==> config.mk <==
export PLATFORM = sky130hd
export DESIGN_NAME = div_r16
export DESIGN_NICKNAME = d
export VERILOG_FILES = /design/src/rtl/div_r16_pkg.sv /design/src/rtl/div_multiples.sv /design/src/rtl/div_digit_sel.sv /design/src/rtl/div_r16.sv
export SDC_FILE = /design/constraint.sdc
export NUM_CORES = 2
export LEC_CHECK = 0
export ABC_CLOCK_PERIOD_IN_PS = 29600
export BUFFER_PORTS_ARGS = -buffer_cell sky130_fd_sc_hd__buf_2
export CORE_MARGIN = 2
export CORE_UTILIZATION = 28
export DETAILED_ROUTE_END_ITERATION = 16
export GPL_TIMING_DRIVEN = 0
export PLACE_DENSITY = 0.42
export SETUP_SLACK_MARGIN = 0.1
export SYNTH_ARGS = -nofsm -noshare
export SYNTH_HDL_FRONTEND = slang
export SYNTH_SLANG_ARGS = --single-unit
==> constraint.sdc <==
create_clock -name clk_i -period 29.6 [get_ports clk_i]
set_clock_uncertainty 0.1 [all_clocks]
set_input_delay 1.48 -clock clk_i [delete_from_list [all_inputs] [get_ports clk_i]]
set_output_delay 1.48 -clock clk_i [all_outputs]
set_load 0.1 [all_outputs]
==> src/rtl/div_r16_pkg.sv <==
package div_r16_pkg;

   typedef enum logic [1:0] {
      ST_IDLE = 2'd0,
      ST_PRE  = 2'd1,
      ST_ITER = 2'd2,
      ST_POST = 2'd3
   } div_state_e;

endpackage

==> src/rtl/div_multiples.sv <==
// Forms k * divisor for k = 1 .. 2**DIGIT_W - 1, widened by DIGIT_W bits.
module div_multiples #(
   parameter int XLEN        = 32,
   parameter int DIGIT_W     = 4,
   parameter bit ADDER_CHAIN = 1'b1,
   localparam int NMULT      = (1 << DIGIT_W) - 1,
   localparam int WIN_W      = XLEN + DIGIT_W
) (
   input  logic [XLEN-1:0]             divisor_i,
   output logic [NMULT:1][WIN_W-1:0]   mult_o
);

   logic [WIN_W-1:0] base;
   assign base = {{DIGIT_W{1'b0}}, divisor_i};

   if (ADDER_CHAIN) begin : g_chain
      assign mult_o[1] = base;
      for (genvar k = 2; k <= NMULT; k++) begin : g_step
         assign mult_o[k] = mult_o[k-1] + base;
      end
   end else begin : g_mul
      for (genvar k = 1; k <= NMULT; k++) begin : g_prod
         assign mult_o[k] = WIN_W'(k) * base;
      end
   end

endmodule

==> src/rtl/div_digit_sel.sv <==
// Priority search from the largest multiple down; the first one that fits
// the window gives the digit and the difference.
module div_digit_sel #(
   parameter int XLEN    = 32,
   parameter int DIGIT_W = 4,
   localparam int NMULT  = (1 << DIGIT_W) - 1,
   localparam int WIN_W  = XLEN + DIGIT_W
) (
   input  logic [WIN_W-1:0]            win_i,
   input  logic [NMULT:1][WIN_W-1:0]   mult_i,
   output logic [DIGIT_W-1:0]          digit_o,
   output logic [WIN_W-1:0]            diff_o
);

   logic             hit;
   logic [WIN_W-1:0] sub;

   always_comb begin
      hit     = 1'b0;
      sub     = '0;
      digit_o = '0;
      for (int k = NMULT; k >= 1; k--) begin
         if (!hit && (win_i >= mult_i[k])) begin
            hit     = 1'b1;
            sub     = mult_i[k];
            digit_o = DIGIT_W'(k);
         end
      end
      diff_o = win_i - sub;
   end

endmodule

==> src/rtl/div_r16.sv <==
module div_r16
   import div_r16_pkg::*;
#(
   parameter int XLEN        = 32,
   parameter int DIGIT_W     = 4,
   parameter bit ADDER_CHAIN = 1'b1
) (
   input  logic             clk_i,
   input  logic             rst_ni,
   input  logic             start_i,
   input  logic [1:0]       op_i,
   input  logic [XLEN-1:0]  dividend_i,
   input  logic [XLEN-1:0]  divisor_i,
   output logic             busy_o,
   output logic             done_o,
   output logic [XLEN-1:0]  result_o
);

   localparam int NMULT = (1 << DIGIT_W) - 1;
   localparam int WIN_W = XLEN + DIGIT_W;
   localparam int ITERS = XLEN / DIGIT_W;
   localparam int CNT_W = $clog2(ITERS);
   localparam int LAT_W = $clog2(ITERS + 4) + 1;

   if (XLEN % DIGIT_W != 0) begin : g_bad_split
      $error("XLEN must be a multiple of DIGIT_W");
   end
   if (ITERS < 2) begin : g_bad_iters
      $error("at least two digit cycles are required");
   end
   if (DIGIT_W < 1 || DIGIT_W > 6) begin : g_bad_digit
      $error("DIGIT_W out of supported range 1..6");
   end

   div_state_e state_q;
   logic [CNT_W-1:0]          cnt_q;
   logic                      signed_q, is_rem_q, neg_quo_q, neg_rem_q, dz_q;
   logic [XLEN-1:0]           a_q, b_q, quo_q, rem_q, result_q;
   logic [NMULT:1][WIN_W-1:0] mult_q, mult_nx;
   logic                      done_q;

   logic [XLEN-1:0]    a_mag, b_mag, mult_src, quo_next, rem_next;
   logic [WIN_W-1:0]   win, diff;
   logic [DIGIT_W-1:0] digit;
   logic               last;

   assign a_mag    = a_q[XLEN-1] ? (~a_q + XLEN'(1)) : a_q;
   assign b_mag    = b_q[XLEN-1] ? (~b_q + XLEN'(1)) : b_q;
   assign mult_src = (state_q == ST_PRE) ? b_mag : divisor_i;

   div_multiples #(
      .XLEN(XLEN), .DIGIT_W(DIGIT_W), .ADDER_CHAIN(ADDER_CHAIN)
   ) u_mult (
      .divisor_i(mult_src),
      .mult_o   (mult_nx)
   );

   assign win = {rem_q, quo_q[XLEN-1 -: DIGIT_W]};

   div_digit_sel #(
      .XLEN(XLEN), .DIGIT_W(DIGIT_W)
   ) u_sel (
      .win_i  (win),
      .mult_i (mult_q),
      .digit_o(digit),
      .diff_o (diff)
   );

   assign quo_next = {quo_q[XLEN-DIGIT_W-1:0], digit};
   assign rem_next = diff[XLEN-1:0];
   assign last     = (cnt_q == CNT_W'(ITERS - 1));

   always_ff @(posedge clk_i or negedge rst_ni) begin
      if (!rst_ni) begin
         state_q   <= ST_IDLE;
         cnt_q     <= '0;
         signed_q  <= 1'b0;
         is_rem_q  <= 1'b0;
         neg_quo_q <= 1'b0;
         neg_rem_q <= 1'b0;
         dz_q      <= 1'b0;
         a_q       <= '0;
         b_q       <= '0;
         quo_q     <= '0;
         rem_q     <= '0;
         mult_q    <= '0;
         result_q  <= '0;
         done_q    <= 1'b0;
      end else begin
         done_q <= 1'b0;
         unique case (state_q)
            ST_IDLE: begin
               if (start_i) begin
                  a_q       <= dividend_i;
                  b_q       <= divisor_i;
                  is_rem_q  <= op_i[1];
                  signed_q  <= !op_i[0];
                  dz_q      <= (divisor_i == '0);
                  neg_quo_q <= !op_i[0] && (divisor_i != '0) &&
                               (dividend_i[XLEN-1] ^ divisor_i[XLEN-1]);
                  neg_rem_q <= !op_i[0] && dividend_i[XLEN-1];
                  cnt_q     <= '0;
                  if (op_i[0]) begin
                     quo_q   <= dividend_i;
                     rem_q   <= '0;
                     mult_q  <= mult_nx;
                     state_q <= ST_ITER;
                  end else begin
                     state_q <= ST_PRE;
                  end
               end
            end
            ST_PRE: begin
               quo_q   <= a_mag;
               rem_q   <= '0;
               mult_q  <= mult_nx;
               state_q <= ST_ITER;
            end
            ST_ITER: begin
               quo_q <= quo_next;
               rem_q <= rem_next;
               cnt_q <= cnt_q + CNT_W'(1);
               if (last) begin
                  if (signed_q) begin
                     state_q <= ST_POST;
                  end else begin
                     result_q <= is_rem_q ? rem_next : quo_next;
                     done_q   <= 1'b1;
                     state_q  <= ST_IDLE;
                  end
               end
            end
            ST_POST: begin
               if (is_rem_q) result_q <= neg_rem_q ? (~rem_q + XLEN'(1)) : rem_q;
               else          result_q <= neg_quo_q ? (~quo_q + XLEN'(1)) : quo_q;
               done_q  <= 1'b1;
               state_q <= ST_IDLE;
            end
            default: state_q <= ST_IDLE;
         endcase
      end
   end

   assign busy_o   = (state_q != ST_IDLE);
   assign done_o   = done_q;
   assign result_o = result_q;

   // cycles since the accepting edge, for the latency checks
   logic [LAT_W-1:0] lat_q;
   always_ff @(posedge clk_i or negedge rst_ni) begin
      if (!rst_ni)                         lat_q <= '0;
      else if (state_q == ST_IDLE && start_i) lat_q <= LAT_W'(1);
      else if (busy_o)                     lat_q <= lat_q + LAT_W'(1);
   end

   // each digit step leaves a partial remainder below the divisor
   assert_rem_below_divisor_R1: assert property (@(posedge clk_i) disable iff (!rst_ni)
      (state_q == ST_ITER && !dz_q) |->
         (diff[WIN_W-1:XLEN] == '0 && {{DIGIT_W{1'b0}}, rem_next} < mult_q[1]));

   // zero divisor quotient has every bit set
   assert_divzero_quot_R4: assert property (@(posedge clk_i) disable iff (!rst_ni)
      (done_o && dz_q && !is_rem_q) |-> (result_o == '1));

   // completion cycle depends only on signedness
   assert_latency_R6_R7: assert property (@(posedge clk_i) disable iff (!rst_ni)
      done_o |-> (lat_q == (signed_q ? LAT_W'(ITERS + 3) : LAT_W'(ITERS + 1))));

   // completion is a single pulse, with the unit already idle
   assert_done_pulse_R8: assert property (@(posedge clk_i) disable iff (!rst_ni)
      done_o |=> !done_o);
   assert_done_idle_R8: assert property (@(posedge clk_i) disable iff (!rst_ni)
      done_o |-> !busy_o);

   // a start during the digit loop does not disturb the step count
   assert_start_ignored_R9: assert property (@(posedge clk_i) disable iff (!rst_ni)
      (state_q == ST_ITER && start_i && !last) |=> (cnt_q == $past(cnt_q) + CNT_W'(1)));

endmodule

==> impl_metrics.env <==
export IMPL_path_class="reg2reg"
export IMPL_grt_pass1_wl_microns=415000
export IMPL_cts_root_buf="clkbuf_16"
export IMPL_grt_ovfl_total=0
export IMPL_fin_area_sq_mm=0.0703
export IMPL_clk_pin_slew_ns=0.06
export IMPL_slew_headroom_pct=1.84
export IMPL_drv_cap=0
export IMPL_die_height_microns=475
export IMPL_slew_viol_final=0
export IMPL_hold_class="reg2reg"
export IMPL_grt_total_usage_pct=25.2
export IMPL_final_common_cell="ha_1"
export IMPL_cp_end_kind="flip-flop"
export IMPL_synth_ff_type="dfrtp_1"
export IMPL_seq_area_frac_synth_pct=25.6
export IMPL_finalCritPeriodShare_pct=81.8
export IMPL_antenna_found_initial=14
export IMPL_cp_start_kind="flip-flop"
export IMPL_detail_route_antenna_nets=0
export IMPL_route_met2_wl_microns=138000
export IMPL_synth_area_leaders="dfrtp_1 (26%), ha_1 (19%), o21ai_0 (5.6%)"
export IMPL_max_stage_delay_ns=0.78
export IMPL_synth_fp_nets=8579
export IMPL_die_x_microns=475
export IMPL_cts_tree="built"
export IMPL_syn_inst=7583
export IMPL_drc_errors=0
export IMPL_layout_common_cells="ha_1 (921), nand2_1 (770), o21ai_0 (698)"
export IMPL_hold_viol=0
export IMPL_htree_levels=3
export IMPL_synthArstFlopShare_pct=100
export IMPL_holdBufCountCts=0
export IMPL_dp_hpwl_microns=237000
export IMPL_clock_latency_ns=0.78
export IMPL_fmax_ghz=0.0413
export IMPL_required_ns=30.18
export IMPL_portBuffers=101
export IMPL_outcome="finished, final reports clean"
export IMPL_clk_path_buf_depth=3
export IMPL_cts_buffers=91
export IMPL_cts_resized=0
export IMPL_synthesis_area_sq_mm=0.0622
export IMPL_syn_to_final_growth_pct=13.0
export IMPL_avgSynthCellArea_sq_um=8.20
export IMPL_drive_above_1_share_pct=6.13
export IMPL_fin_crit_ns=24.20
export IMPL_cpMostUsedCell="ha_1"
export IMPL_crit_fanout=14
export IMPL_rsz0062_at_grt="no"
export IMPL_ys_seq_elements=637
export IMPL_setup_violations=0
export IMPL_arrival_ns=24.78
export IMPL_wirelength_microns=289000
export IMPL_layout_nets=8806
export IMPL_fp_coreArea_sq_mm=0.220
export IMPL_drt_met1_wl_microns=124000
export IMPL_boundaryPins=103
export IMPL_synthDominantCellAreaShare_pct=25.6
export IMPL_grt_pass1_vias=59500
export IMPL_vias=58800
export IMPL_wl_met3_microns=12500
export IMPL_critPathSlowestCell="o41ai_1"
export IMPL_drtIter0Drc=4375
export IMPL_grt_max_degree=98
export IMPL_finalSetupTns_ns=0
export IMPL_start_util_pct=28.2
export IMPL_cts_setup_buffers=0
export IMPL_placed_area_sq_mm=0.0672
export IMPL_synth_cell_types=109
export IMPL_fillers=23400
export IMPL_wire_per_inst_microns=26.6
export IMPL_cts_sinks=637
export IMPL_synth_largest_area_cell="dfrtp_1"
export IMPL_synth_warnings=0
export IMPL_synth_edf_count=0
export IMPL_viasPerCell=5.42
export IMPL_first_pass_iters=6
export IMPL_gp_congestion=0.930
export IMPL_tightest_slew_ns=1.47
export IMPL_die_area_sq_mm=0.226
export IMPL_maxUsedRoutingLayer="met5"
export IMPL_rows=172
[registers in the layout (all words and copies together) (netlist names)]
name / flops
a_q: 32
b_q: 32
cnt_q: 3
done_o: 1
is_rem_q: 1
mult_q: 467
neg_quo_q: 1
neg_rem_q: 1
quo_q: 32
rem_q: 32
result_o: 32
signed_q: 1
state_q: 2
[cell type report]
type	count	area (sq um)	share of cell area (%)
plain buffers	260	1000	1.43
well taps	2958	3700	5.26
repair buffers	134	1090	1.56
inverters	622	2330	3.32
diodes	7	17.5	0.0249
flip-flops and latches	637	15900	22.7
clock buffers	131	2680	3.81
multi-input cells	6064	43100	61.3
clock inverters	35	423	0.602
[logic make-up after synthesis]
kind of cell    count (synthesis)  synth area share [%]
buf+inv                       882                  5.34
mux                           111                  2.27
xor+xnor                      506                  7.34
fa+ha+maj                     930                  18.8
flops                         637                  25.6
simple gates                 2091                  15.8
other cells                     1               0.00603
compound gates               2425                  24.9
[routing by layer]
layer  global-route usage [%]  vias up
li1                         -    27800
met1                     31.3    29100
met2                     43.5     1479
met3                     2.91      423
met4                     11.5        6
met5                        0        -
[cell usage after synthesis, types with 39 or more instances]
cell / number
ha_1: 921
nand2_1: 770
o21ai_0: 700
dfrtp_1: 637
inv_1: 615
a21oi_1: 580
nor2_1: 502
a21o_1: 323
xnor2_1: 317
clkbuf_1: 237
xor2_1: 178
nor3_1: 141
nor2b_1: 117
nand4_1: 113
o21a_1: 95
nand3_1: 94
nand2b_1: 93
a211oi_1: 81
mux2_2: 71
a31oi_1: 58
o211ai_1: 56
o31ai_1: 53
a221oi_1: 52
and3_1: 51
a22oi_1: 49
or3_1: 47
a221o_1: 42
a22o_1: 39
[critical path, delay by kind of cell, from the launching register on]
family	cells	cell delay (ns)
compound gates	32	10.56
fa+ha+maj	13	4.49
buf+inv	7	3.37
xor+xnor	13	3.21
simple gates	14	1.71
flops	1	0.40
mux	1	0.19
[through the flow]
stage / cells / utilization (%) / hold slack (ns) / setup slack (ns)
after global routing: 10800 / 31.9 / 0.397 / 3.79
final: 10800 / 31.9 / 0.368 / 5.40
after CTS: 10800 / 31.9 / 0.371 / 5.39
after floorplan: 7583 / - / 0.343 / 11.57
after detailed placement: 10700 / 30.5 / 0.360 / 5.53
after global placement: 10600 / 30.2 / 0.355 / 5.39
[worst paths after layout]
kind	start	end	slack [ns]	depth (start not counted)
worst min-delay path	result_o[25]	result_o[25]	0.37	2
worst min register to register	result_o[25]	result_o[25]	0.37	2
max in group asynchronous	rst_ni	mult_q[500]	26.49	5
worst max register to register	state_q[1]	mult_q[539]	5.40	80
worst max-delay path	state_q[1]	mult_q[539]	5.40	80
min in group asynchronous	rst_ni	a_q[18]	0.53	1
Power is not shown: default switching activity piles up to over one toggle a cycle in this logic, so the estimate is an artifact.
